--- src/rtl/spi_hdx_pkg.sv ---
`timescale 1ns/1ps
package spi_hdx_pkg;
  typedef enum logic [2:0] {
    ST_IDLE  = 3'd0,
    ST_SETUP = 3'd1,
    ST_BIT   = 3'd2,
    ST_GAP   = 3'd3,
    ST_TURN  = 3'd4,
    ST_HOLD  = 3'd5
  } seq_state_t;
endpackage

--- src/rtl/spi_hdx_seq.sv ---
`timescale 1ns/1ps
// Transaction sequencer: setup, bit periods, gaps, turnaround, hold.
module spi_hdx_seq
  import spi_hdx_pkg::*;
#(
  parameter int MAX_FRAMES = 8,
  parameter int CNT_W      = 8,
  localparam int FIDX_W    = $clog2(MAX_FRAMES + 1),
  localparam int FI_W      = $clog2(MAX_FRAMES),
  localparam int LEN_W     = 3 * MAX_FRAMES
) (
  input  logic              clk,
  input  logic              rst_n,
  input  logic              run_ok,
  input  logic              start,
  input  logic              cpol,
  input  logic              cpha,
  input  logic [2:0]        div_code,
  input  logic [CNT_W-1:0]  setup_cyc,
  input  logic [CNT_W-1:0]  hold_cyc,
  input  logic [CNT_W-1:0]  gap_cyc,
  input  logic [CNT_W-1:0]  turn_cyc,
  input  logic [FIDX_W-1:0] wr_cnt,
  input  logic [FIDX_W-1:0] rd_cnt,
  input  logic [LEN_W-1:0]  wr_len,
  input  logic [LEN_W-1:0]  rd_len,
  output logic              busy,
  output logic              sck,
  output logic              tx_on,
  output logic              rx_sample,
  output logic              rx_first,
  output logic [FI_W-1:0]   frame_idx,
  output logic [2:0]        bit_pos,
  output logic              done_set
);

  seq_state_t        state_q, state_n;
  logic [CNT_W-1:0]  cnt_q, cnt_n;
  logic              phb_q, phb_n;
  logic [FI_W-1:0]   frame_q, frame_n;
  logic [2:0]        pos_q, pos_n;
  logic              rd_q, rd_n;

  logic [FIDX_W-1:0] wr_eff, rd_eff, dir_cnt;
  logic [CNT_W-1:0]  half_m1;
  logic [2:0]        cur_len, last_pos;
  logic              last_in_dir;

  always_comb begin
    wr_eff   = (wr_cnt > FIDX_W'(MAX_FRAMES)) ? FIDX_W'(MAX_FRAMES) : wr_cnt;
    rd_eff   = (rd_cnt > FIDX_W'(MAX_FRAMES)) ? FIDX_W'(MAX_FRAMES) : rd_cnt;
    dir_cnt  = rd_q ? rd_eff : wr_eff;
    half_m1  = (CNT_W'(1) << div_code) - CNT_W'(1);
    cur_len  = rd_q ? rd_len[frame_q*3 +: 3] : wr_len[frame_q*3 +: 3];
    last_pos = 3'd7 - cur_len;
    last_in_dir = (FIDX_W'(frame_q) == (dir_cnt - FIDX_W'(1)));
  end

  // Next-state process
  always_comb begin
    state_n   = state_q;
    cnt_n     = cnt_q;
    phb_n     = phb_q;
    frame_n   = frame_q;
    pos_n     = pos_q;
    rd_n      = rd_q;
    done_set  = 1'b0;
    rx_sample = 1'b0;
    unique case (state_q)
      ST_IDLE: begin
        if (start && run_ok) begin
          if (wr_eff == '0 && rd_eff == '0) begin
            done_set = 1'b1;
          end else begin
            state_n = ST_SETUP;
            cnt_n   = setup_cyc;
            rd_n    = (wr_eff == '0);
            frame_n = '0;
          end
        end
      end
      ST_SETUP, ST_GAP, ST_TURN: begin
        if (cnt_q == '0) begin
          state_n = ST_BIT;
          phb_n   = 1'b0;
          pos_n   = 3'd7;
          cnt_n   = half_m1;
        end else begin
          cnt_n = cnt_q - CNT_W'(1);
        end
      end
      ST_BIT: begin
        if (cnt_q != '0) begin
          cnt_n = cnt_q - CNT_W'(1);
        end else if (!phb_q) begin
          phb_n     = 1'b1;
          cnt_n     = half_m1;
          rx_sample = rd_q;
        end else if (pos_q != last_pos) begin
          phb_n = 1'b0;
          pos_n = pos_q - 3'd1;
          cnt_n = half_m1;
        end else if (!last_in_dir) begin
          frame_n = frame_q + FI_W'(1);
          phb_n   = 1'b0;
          pos_n   = 3'd7;
          if (gap_cyc == '0) begin
            cnt_n = half_m1;
          end else begin
            state_n = ST_GAP;
            cnt_n   = gap_cyc - CNT_W'(1);
          end
        end else if (!rd_q && rd_eff != '0) begin
          frame_n = '0;
          rd_n    = 1'b1;
          phb_n   = 1'b0;
          pos_n   = 3'd7;
          if (turn_cyc == '0) begin
            cnt_n = half_m1;
          end else begin
            state_n = ST_TURN;
            cnt_n   = turn_cyc - CNT_W'(1);
          end
        end else begin
          state_n = ST_HOLD;
          cnt_n   = hold_cyc;
        end
      end
      ST_HOLD: begin
        if (cnt_q == '0) begin
          state_n  = ST_IDLE;
          done_set = 1'b1;
        end else begin
          cnt_n = cnt_q - CNT_W'(1);
        end
      end
      default: state_n = ST_IDLE;
    endcase
    if (!run_ok) begin
      state_n = ST_IDLE;
    end
  end

  // Register process
  always_ff @(posedge clk or negedge rst_n) begin
    if (!rst_n) begin
      state_q <= ST_IDLE;
      cnt_q   <= '0;
      phb_q   <= 1'b0;
      frame_q <= '0;
      pos_q   <= 3'd7;
      rd_q    <= 1'b0;
    end else begin
      state_q <= state_n;
      cnt_q   <= cnt_n;
      phb_q   <= phb_n;
      frame_q <= frame_n;
      pos_q   <= pos_n;
      rd_q    <= rd_n;
    end
  end

  always_comb begin
    busy      = (state_q != ST_IDLE);
    sck       = (state_q == ST_BIT) ? (cpol ^ cpha ^ phb_q) : cpol;
    tx_on     = (state_q == ST_BIT) && !rd_q;
    rx_first  = (pos_q == 3'd7);
    frame_idx = frame_q;
    bit_pos   = pos_q;
  end

endmodule

--- src/rtl/spi_hdx_txmux.sv ---
`timescale 1ns/1ps
// Selects the outgoing bit from the write buffer.
module spi_hdx_txmux #(
  parameter int MAX_FRAMES = 8,
  localparam int FI_W      = $clog2(MAX_FRAMES)
) (
  input  logic [8*MAX_FRAMES-1:0] wr_data,
  input  logic [FI_W-1:0]         frame_idx,
  input  logic [2:0]              bit_pos,
  input  logic                    tx_on,
  output logic                    mosi
);
  always_comb begin
    mosi = tx_on & wr_data[{frame_idx, bit_pos}];
  end
endmodule

--- src/rtl/spi_hdx_rxbuf.sv ---
`timescale 1ns/1ps
// Read buffer: one byte per frame, MSB-first shift, right-justified.
module spi_hdx_rxbuf #(
  parameter int MAX_FRAMES = 8,
  localparam int FI_W      = $clog2(MAX_FRAMES)
) (
  input  logic                    clk,
  input  logic                    rst_n,
  input  logic                    sample,
  input  logic                    first,
  input  logic [FI_W-1:0]         frame_idx,
  input  logic                    miso,
  output logic [8*MAX_FRAMES-1:0] rd_data
);
  for (genvar g = 0; g < MAX_FRAMES; g++) begin : g_byte
    logic [7:0] byte_q, byte_n;
    logic       hit;
    always_comb begin
      hit    = sample && (frame_idx == FI_W'(g));
      byte_n = first ? {7'b0, miso} : {byte_q[6:0], miso};
    end
    always_ff @(posedge clk or negedge rst_n) begin
      if (!rst_n) begin
        byte_q <= '0;
      end else if (hit) begin
        byte_q <= byte_n;
      end
    end
    assign rd_data[8*g +: 8] = byte_q;
  end
endmodule

--- src/rtl/spi_hdx_csreg.sv ---
`timescale 1ns/1ps
// Registered chip selects, forced inactive when the engine is gated.
module spi_hdx_csreg #(
  parameter int NUM_CS = 8
) (
  input  logic              clk,
  input  logic              rst_n,
  input  logic              run_ok,
  input  logic [NUM_CS-1:0] sel_n,
  output logic [NUM_CS-1:0] cs_n
);
  logic [NUM_CS-1:0] cs_d;
  always_comb begin
    cs_d = run_ok ? sel_n : '1;
  end
  always_ff @(posedge clk or negedge rst_n) begin
    if (!rst_n) begin
      cs_n <= '1;
    end else begin
      cs_n <= cs_d;
    end
  end
endmodule

--- src/rtl/spi_hdx_master.sv ---
`timescale 1ns/1ps
module spi_hdx_master #(
  parameter int MAX_FRAMES = 8,
  parameter int NUM_CS     = 8,
  parameter int CNT_W      = 8,
  localparam int FIDX_W    = $clog2(MAX_FRAMES + 1),
  localparam int FI_W      = $clog2(MAX_FRAMES),
  localparam int LEN_W     = 3 * MAX_FRAMES,
  localparam int BUF_W     = 8 * MAX_FRAMES
) (
  input  logic              clk,
  input  logic              rst_n,
  input  logic              cfg_en,
  input  logic              cfg_srst_n,
  input  logic              cfg_cpol,
  input  logic              cfg_cpha,
  input  logic [2:0]        cfg_div,
  input  logic [CNT_W-1:0]  cfg_setup,
  input  logic [CNT_W-1:0]  cfg_hold,
  input  logic [CNT_W-1:0]  cfg_gap,
  input  logic [CNT_W-1:0]  cfg_turn,
  input  logic [FIDX_W-1:0] cfg_wr_cnt,
  input  logic [FIDX_W-1:0] cfg_rd_cnt,
  input  logic [LEN_W-1:0]  cfg_wr_len,
  input  logic [LEN_W-1:0]  cfg_rd_len,
  input  logic              cfg_irq_en,
  input  logic [BUF_W-1:0]  wr_data,
  input  logic              start,
  input  logic              done_clr,
  input  logic [NUM_CS-1:0] cs_sel_n,
  input  logic              miso,
  output logic              sck,
  output logic              mosi,
  output logic [NUM_CS-1:0] cs_n,
  output logic              busy,
  output logic              done,
  output logic              irq,
  output logic [BUF_W-1:0]  rd_data
);

  // Asynchronous assertion, synchronous release.
  logic [1:0] rst_sync_q;
  logic       rst_n_s;
  always_ff @(posedge clk or negedge rst_n) begin
    if (!rst_n) begin
      rst_sync_q <= 2'b00;
    end else begin
      rst_sync_q <= {rst_sync_q[0], 1'b1};
    end
  end
  assign rst_n_s = rst_sync_q[1];

  logic            run_ok;
  logic            tx_on, rx_sample, rx_first, done_set;
  logic [FI_W-1:0] frame_idx;
  logic [2:0]      bit_pos;
  logic            done_q, done_n;

  assign run_ok = cfg_en & cfg_srst_n;

  spi_hdx_seq #(.MAX_FRAMES(MAX_FRAMES), .CNT_W(CNT_W)) u_seq (
    .clk       (clk),
    .rst_n     (rst_n_s),
    .run_ok    (run_ok),
    .start     (start),
    .cpol      (cfg_cpol),
    .cpha      (cfg_cpha),
    .div_code  (cfg_div),
    .setup_cyc (cfg_setup),
    .hold_cyc  (cfg_hold),
    .gap_cyc   (cfg_gap),
    .turn_cyc  (cfg_turn),
    .wr_cnt    (cfg_wr_cnt),
    .rd_cnt    (cfg_rd_cnt),
    .wr_len    (cfg_wr_len),
    .rd_len    (cfg_rd_len),
    .busy      (busy),
    .sck       (sck),
    .tx_on     (tx_on),
    .rx_sample (rx_sample),
    .rx_first  (rx_first),
    .frame_idx (frame_idx),
    .bit_pos   (bit_pos),
    .done_set  (done_set)
  );

  spi_hdx_txmux #(.MAX_FRAMES(MAX_FRAMES)) u_tx (
    .wr_data   (wr_data),
    .frame_idx (frame_idx),
    .bit_pos   (bit_pos),
    .tx_on     (tx_on),
    .mosi      (mosi)
  );

  spi_hdx_rxbuf #(.MAX_FRAMES(MAX_FRAMES)) u_rx (
    .clk       (clk),
    .rst_n     (rst_n_s),
    .sample    (rx_sample),
    .first     (rx_first),
    .frame_idx (frame_idx),
    .miso      (miso),
    .rd_data   (rd_data)
  );

  spi_hdx_csreg #(.NUM_CS(NUM_CS)) u_cs (
    .clk    (clk),
    .rst_n  (rst_n_s),
    .run_ok (run_ok),
    .sel_n  (cs_sel_n),
    .cs_n   (cs_n)
  );

  // Sticky done flag: completion outranks a simultaneous clear.
  always_comb begin
    done_n = done_q;
    if (!run_ok) begin
      done_n = 1'b0;
    end else if (done_set) begin
      done_n = 1'b1;
    end else if (done_clr) begin
      done_n = 1'b0;
    end
  end

  always_ff @(posedge clk or negedge rst_n_s) begin
    if (!rst_n_s) begin
      done_q <= 1'b0;
    end else begin
      done_q <= done_n;
    end
  end

  assign done = done_q;
  assign irq  = done_q & cfg_irq_en;

endmodule

--- config.mk ---
export PLATFORM = sky130hd
export DESIGN_NAME = spi_hdx_master
export DESIGN_NICKNAME = d
export VERILOG_FILES = /design/src/rtl/spi_hdx_pkg.sv /design/src/rtl/spi_hdx_seq.sv /design/src/rtl/spi_hdx_txmux.sv /design/src/rtl/spi_hdx_rxbuf.sv /design/src/rtl/spi_hdx_csreg.sv /design/src/rtl/spi_hdx_master.sv
export SDC_FILE = /design/constraint.sdc
export NUM_CORES = 1
export LEC_CHECK = 0
export BUFFER_PORTS_ARGS = -buffer_cell sky130_fd_sc_hd__buf_4
export CORE_MARGIN = 5
export CORE_UTILIZATION = 46
export CTS_CLUSTER_SIZE = 12
export DETAILED_ROUTE_END_ITERATION = 10
export GPL_TIMING_DRIVEN = 0
export PLACE_DENSITY = 0.87
export RECOVER_POWER = 50
export SYNTH_ARGS = -nofsm -noshare
export SYNTH_HDL_FRONTEND = slang
export SYNTH_HIERARCHICAL = 1
export SYNTH_SLANG_ARGS = --single-unit
--- constraint.sdc ---
create_clock -name clk -period 2.8 [get_ports clk]
set_clock_uncertainty 0.05 [all_clocks]
set_input_delay 0.14 -clock clk [delete_from_list [all_inputs] [get_ports clk]]
set_output_delay 0.14 -clock clk [all_outputs]
set_load 0.03 [all_outputs]
Yosys cells after proc, flatten, opt, wreduce, memory -nomap -nowiden:

Cells that the tools add are included.

* bits in registers: 94
* input bits: 173
* logic and storage cells: 187

* add/sub/neg operators: 8
* $mul: 1
* magnitude comparators: 3
* equal/unequal tests: 36
* shift-type cells: 3
* mux-type cells: 81
* bitwise operators: 5
* reductions and logical operators: 33

Operator list (number)
* 2-to-1 mux 8 bit: 20
* 2-to-1 mux 3 bit: 26
* indexed part select 24 x 6 -> 3 bit: 2
* case mux 8 bit (4 select lines): 1
* inequality test 3 bit, second input constant: 9
* logical NOT 8 bit: 3
* 2-to-1 mux 1 bit: 24
* subtractor 8 x 1 -> 8 bit, second input constant: 3
* == test 3 bit, second input constant: 7
* == test 3 x 2 -> 1 bit, second input constant: 4
* logical AND 1 bit: 12
* 2-to-1 mux 4 bit: 3
* case mux 3 bit (2 select lines): 2
* case mux 3 bit (4 select lines): 1
* inequality test 2 x 1 -> 1 bit, second input constant: 5
* AND reduction 9 bit: 1
* > comparator 4 bit, second input constant: 2
* logical NOT 4 bit: 2
* inequality test 2 bit, second input constant: 4
* inequality test 4 bit, second input constant: 2
* AND reduction 8 bit: 1
* nonzero test 4 bit: 2
* nonzero test 8 bit: 1
* << shifter 1 x 3 -> 8 bit, first input constant: 1
* 24 further kinds: 32

Longest topological paths before layout:

* depth in word-level cells: 11
* gate-level depth with buffers: 14
* gate-level depth less buffers: 11

By module:

The synthesis kept the hierarchy.

By module, submodules not included
* spi_hdx_seq: instances 1, cells each 396, area an instance 3040.4 sq um, sequential area each 479.2 sq um
* spi_hdx_rxbuf: instances 1, cells each 205, area an instance 2849.0 sq um, sequential area each 1601.5 sq um
* spi_hdx_txmux: instances 1, cells each 43, area an instance 614.3 sq um, sequential area each 0.0 sq um
* spi_hdx_csreg: instances 1, cells each 16, area an instance 260.2 sq um, sequential area each 210.2 sq um
* spi_hdx_master: instances 1, cells each 8, area an instance 108.9 sq um, sequential area each 75.1 sq um

Least setup slack after synthesis:

OpenSTA, ideal clock, no wires.

* kind: register -> register
* start: register u_seq.rd_q
* end: register u_seq.cnt_q[5]
* arrival: 2.652 ns
* slack: -0.027 ns
* stages on the path, launching flop included: 15
* buffers on the path: 4
* clock period less this slack: 2.827 ns
* path through: dfrtp_1 > buf_4 > buf_6 > buf_2 > nor3b_1 > nor2_1 > ha_1 > xor2_1 > xnor2_1 > a211oi_2 > buf_2 > nor3_1 > a21o_1 > a221oi_1 > o21ai_1

* longest elaborated chain between the ends: 8
* elaborated cells on any way between the ends: 14
* classes of those cells: 2 x add/sub; 2 x eq/ne; 8 x mux; 2 x reduce/logical

RTL lines
* from (decl): RTL line spi_hdx_seq.sv:42 `logic rd_q, rd_n;`
* from (signal assigned): RTL line spi_hdx_seq.sv:159 `rd_q <= rd_n;`
* 2-to-1 mux 4 bit / logical NOT 1 bit (equally long branches): RTL line spi_hdx_seq.sv:52, spi_hdx_seq.sv:113
* subtractor 4 x 1 -> 4 bit / logical AND 1 bit (equally long branches): RTL line spi_hdx_seq.sv:56, spi_hdx_seq.sv:113
* == test 3 x 4 -> 1 bit / 2-to-1 mux 8 bit (equally long branches): RTL line spi_hdx_seq.sv:56, spi_hdx_seq.sv:113
* 2-to-1 mux 8 bit: RTL line spi_hdx_seq.sv:103 `end else if (!last_in_dir) begin`
* 2-to-1 mux 8 bit (*): RTL line spi_hdx_seq.sv:99 `end else if (pos_q != last_pos) begin`
* 2-to-1 mux 8 bit (*): RTL line spi_hdx_seq.sv:95 `end else if (!phb_q) begin`
* 2-to-1 mux 8 bit (*): RTL line spi_hdx_seq.sv:93 `if (cnt_q != '0) begin`
* case mux 8 bit (4 select lines) (*): RTL line spi_hdx_seq.sv:69 `unique case (state_q)`
* to (signal assigned): RTL line spi_hdx_seq.sv:155 `cnt_q <= cnt_n;`
* to (decl): RTL line spi_hdx_seq.sv:38 `logic [CNT_W-1:0] cnt_q, cnt_n;`

Mark *: on every way between the ends. The rest lies on a longest branch, timed or not.
A chain may end at the register's enable or synchronous reset.

Worst setup path after layout:

* start: register u_seq.frame_q[1], in the netlist u_seq/frame_idx[1]
* end: register u_seq.frame_q[2], in the netlist u_seq/frame_idx[2]

* longest elaborated chain between the ends: 7
* elaborated cells on any way between the ends: 16
* classes of those cells: 2 x add/sub; 1 x mul; 4 x eq/ne; 2 x shift; 6 x mux; 1 x reduce/logical

RTL lines
* from (decl): RTL line spi_hdx_seq.sv:40 `logic [FI_W-1:0] frame_q, frame_n;`
* from (signal assigned): RTL line spi_hdx_seq.sv:157 `frame_q <= frame_n;`
* multiplier 3 x 2 -> 5 bit: RTL line spi_hdx_seq.sv:54 `cur_len = rd_q ? rd_len[frame_q*3 +: 3] : wr_len[frame_q*3 +: 3];`
* indexed part select 24 x 6 -> 3 bit: RTL line spi_hdx_seq.sv:54
* 2-to-1 mux 3 bit: RTL line spi_hdx_seq.sv:54
* subtractor 3 bit: RTL line spi_hdx_seq.sv:55 `last_pos = 3'd7 - cur_len;`
* inequality test 3 bit: RTL line spi_hdx_seq.sv:99
* inequality test 2 bit (no line)
* AND reduction 7 bit (no line)

Several ways; a longest one is shown, not always the timed one. The select of a mux whose other input is x is not followed.

==> metrics.yaml <==
grt_max_degree: 62
grt_pass1_vias: 6705
p_sw_share_pct: 31.6
htree_levels: 3
drt_iter0_markers: 698
holdPathStages: 3
place_inst: 1101
dpl_cell_area_mm2: 0.00901
place.gp.congestion: 0.959
power_density_mw_per_mm2: 392
fin_crit_sh_pct: 103
p_int_mw: 2.57
synth_warnings: 6
p_seq_share_pct: 39.4
setup_slack_ns: -0.0859
postSynthCellCount: 668
worstHoldPathType: "in2reg"
start_util_pct: 47.1
fin_area_mm2: 0.00960
io_pins: 250
track_usage_pct: 24.3
setup_viol: 11
ys_seq_area_share_pct: 34.4
die_x_um: 132
clkPwrFrac_pct: 32.3
antenna_found_initial: 1
ir_worst_vdd_uv: 272
crit_arrival_ns: 3.06
max_slew_margin_pct: 6.57
p_comb_share_pct: 28.3
p_leak_nw: 4.58
synth_nets: 849
async_flop_share_pct: 100
clk_path_buf_depth: 2
core-area_mm2: 0.0146
drtAntennaViolNets: 0
worstSetupStartpointType: "flop"
synth_cell_types: 83
cap_violations: 0
worstPathRequired_ns: 2.97
wl_um: 22200
final.min_clock_period_ns: 2.89
nets: 1134
num_vias: 6665
cts_root_buf: "clkbuf_16"
instances_no_fill: 1143
rsz0062_at_grt: "yes"
hold_slack_ns: 0.0544
worstRegToRegCells: 9
firstDrtPassIters: 7
drc_errors: 0
cts_buffers: 9
path_max_fanout: 8
layout-drive-gt1-share_pct: 44.7
drv_slew: 0
worst_setup_path_end_kind: "flop"
gr-total-overflow: 0
syn_area_per_cell_um2: 10.3
ys.flop_type: "dfrtp_1"
grt_pass1_wl_um: 34700
outcome: "finished with violations"
portBuffers: 248
ys_seq_elements: 94
final_util_pct: 65.8
hpwl_um: 16600
viasPerCell: 5.83
critical_path_class: "reg2reg"
die_h_um: 132
wl_per_cell_um: 19.5
syn_to_final_growth_pct: 39.7
clk_pin_slew_ns: 0.07
row_count: 44
finalHoldViolations: 0
cts_tree: "done"
syn-cell-area_mm2: 0.00687
die_area_mm2: 0.0175
clkLatencyLatePin_ns: 0.35
synth_edf_count: 0
p_switching_mw: 1.19
violations: "setup timing"
tightest_slew_ns: 1.39
cts.sinks: 94
max_freq_ghz: 0.347
metrics by stage:
step	worst slack (ns)	power [mW]	setup TNS [ns]
global route	-0.150	3.94	-1.82
floorplan	0.0269	2.11	0
global placement	-0.808	2.46	-50.99
detailed placement	-0.858	2.48	-52.57
CTS	-0.0884	3.75	-0.553
finish	-0.0859	3.76	-0.562
critical path, stage by stage, from the launching register on:
cell and delay [ns]:
dfrtp_2 0.38, buf_6 0.14, mux4_2 0.50, mux4_2 0.53, xnor2_4 0.22, nand2_2 0.09
a21oi_4 0.27, a31oi_4 0.15, nand2b_4 0.18, a22o_1 0.24
routing by layer:
layer	part of all wire, %	global-route usage, %	vias up	wire length (um)
met5	0	0	-	0
met4	2.7	7.58	0	595
met3	7.6	5.27	60	1680
met2	50	41.7	363	11100
met1	40	30.7	3199	8850
li1	-	-	3043	-
registers in the layout, summed over array words and instances, names as in the netlist:
signal and count:
u_cs/cs_n 8, done 1, u_seq/rd_q 1, rst_sync_q 2
u_seq/cnt_q 8, u_seq/phb_q 1, u_seq/frame_idx 3, u_seq/bit_pos 3
u_rx/g_byte.byte_q 64, u_seq/state_q 3
cells in the final DEF (no fill, tap or decap), types with 6 or more instances in the layout:
| master | count |
|---|---|
| dfrtp_1 | 80 |
| dlygate4sd3_1 | 9 |
| o211ai_1 | 8 |
| nor3_1 | 11 |
| o21ai_0 | 20 |
| buf_4 | 238 |
| or3_1 | 7 |
| clkbuf_1 | 40 |
| nor2b_1 | 49 |
| nor2_1 | 28 |
| and2b_1 | 16 |
| nand2b_1 | 15 |
| xnor2_1 | 12 |
| nand2_1 | 45 |
| clkbuf_4 | 12 |
| a22oi_1 | 7 |
| mux2_2 | 68 |
| inv_1 | 16 |
| mux2i_1 | 15 |
| clkbuf_16 | 9 |
| xor2_1 | 6 |
| nand3_1 | 11 |
| o22ai_1 | 7 |
| a21oi_1 | 21 |
| buf_2 | 11 |
| mux4_2 | 13 |
| ha_1 | 7 |
| buf_6 | 7 |
| and2_1 | 7 |
| nor4_1 | 6 |
| dfstp_2 | 11 |
| mux4_1 | 13 |
path summary, 6_finish.rpt:
| kind | from | endpoint | slack (ns) |
|---|---|---|---|
| setup / recovery | u_seq/frame_idx[1]$_DFFE_PN0P_ | u_seq/frame_idx[2]$_DFFE_PN0P_ | -0.09 |
| hold / removal | done_clr | done$_DFFE_PN0P_ | 0.05 |
| setup reg to reg | u_seq/frame_idx[1]$_DFFE_PN0P_ | u_seq/frame_idx[2]$_DFFE_PN0P_ | -0.09 |
| hold reg to reg | rst_sync_q[0]$_DFF_PN0_ | rst_sync_q[1]$_DFF_PN0_ | 0.30 |
| max in group asynchronous | rst_sync_q[1]$_DFF_PN0_ | u_rx/g_byte[7].byte_q[0]$_DFFE_PN0P_ | 0.64 |
| min in group asynchronous | rst_n | rst_sync_q[1]$_DFF_PN0_ | 0.07 |
what timing repair did:
item	4_1_cts	5_1_grt
endpoints found under the hold margin	10	0
gates resized for setup	34	19
pin swaps	20	12
setup endpoints to repair	84	36
hold buffers	9	0
gates cloned	1	0
setup buffers	12	5
power by group through the flow:
stage	logic [mW]	registers (mW)	clock network, mW
floorplan	0.593	1.51	0
global placement	0.928	1.53	0
detailed placement	0.967	1.52	0
CTS	1.03	1.48	1.24
global route	1.15	1.49	1.30
finish	1.06	1.48	1.22
cell type report:
type | instances | area (um^2)
fillers | 1168 | 4990
multi-input cells | 510 | 4340
flip-flops and latches | 94 | 2370
repair buffers | 276 | 2010
plain buffers | 46 | 282
well taps | 184 | 230
clock buffers | 9 | 225
clock inverters | 7 | 77.6
inverters | 16 | 60.1
diodes | 1 | 2.50
Yosys cell counts, drive strengths merged, types with 13 or more instances:
library cell  instances  area, um^2
xnor2                13         121
mux2i                15         150
a21oi                26         141
nor2b                49         307
nand2b               17         114
mux4                 26         642
clkbuf               24        91.3
inv                  16        60.1
and2b                16         120
dfrtp                83        2080
buf                  24         165
nor2                 30         113
nand2                47         179
o21ai                25         125
mux2                 68         766
cell families (layout without fill, tap and decap cells):
family                   Yosys count  in the layout  share of synthesized area, %
multiplexers                     109            109                          22.7
AND/OR/NAND/NOR                  238            238                          19.9
AO/OA/AOI/OAI                    133            133                          14.1
adder cells (fa/ha/maj)           10             10                          1.75
flip-flops                        94             94                          34.4
buffers and inverters             64            354                          4.61
XOR/XNOR                          19             19                          2.53
other                              1              2                        0.0546
No activity file was read; power rests on OpenSTA's default activity.
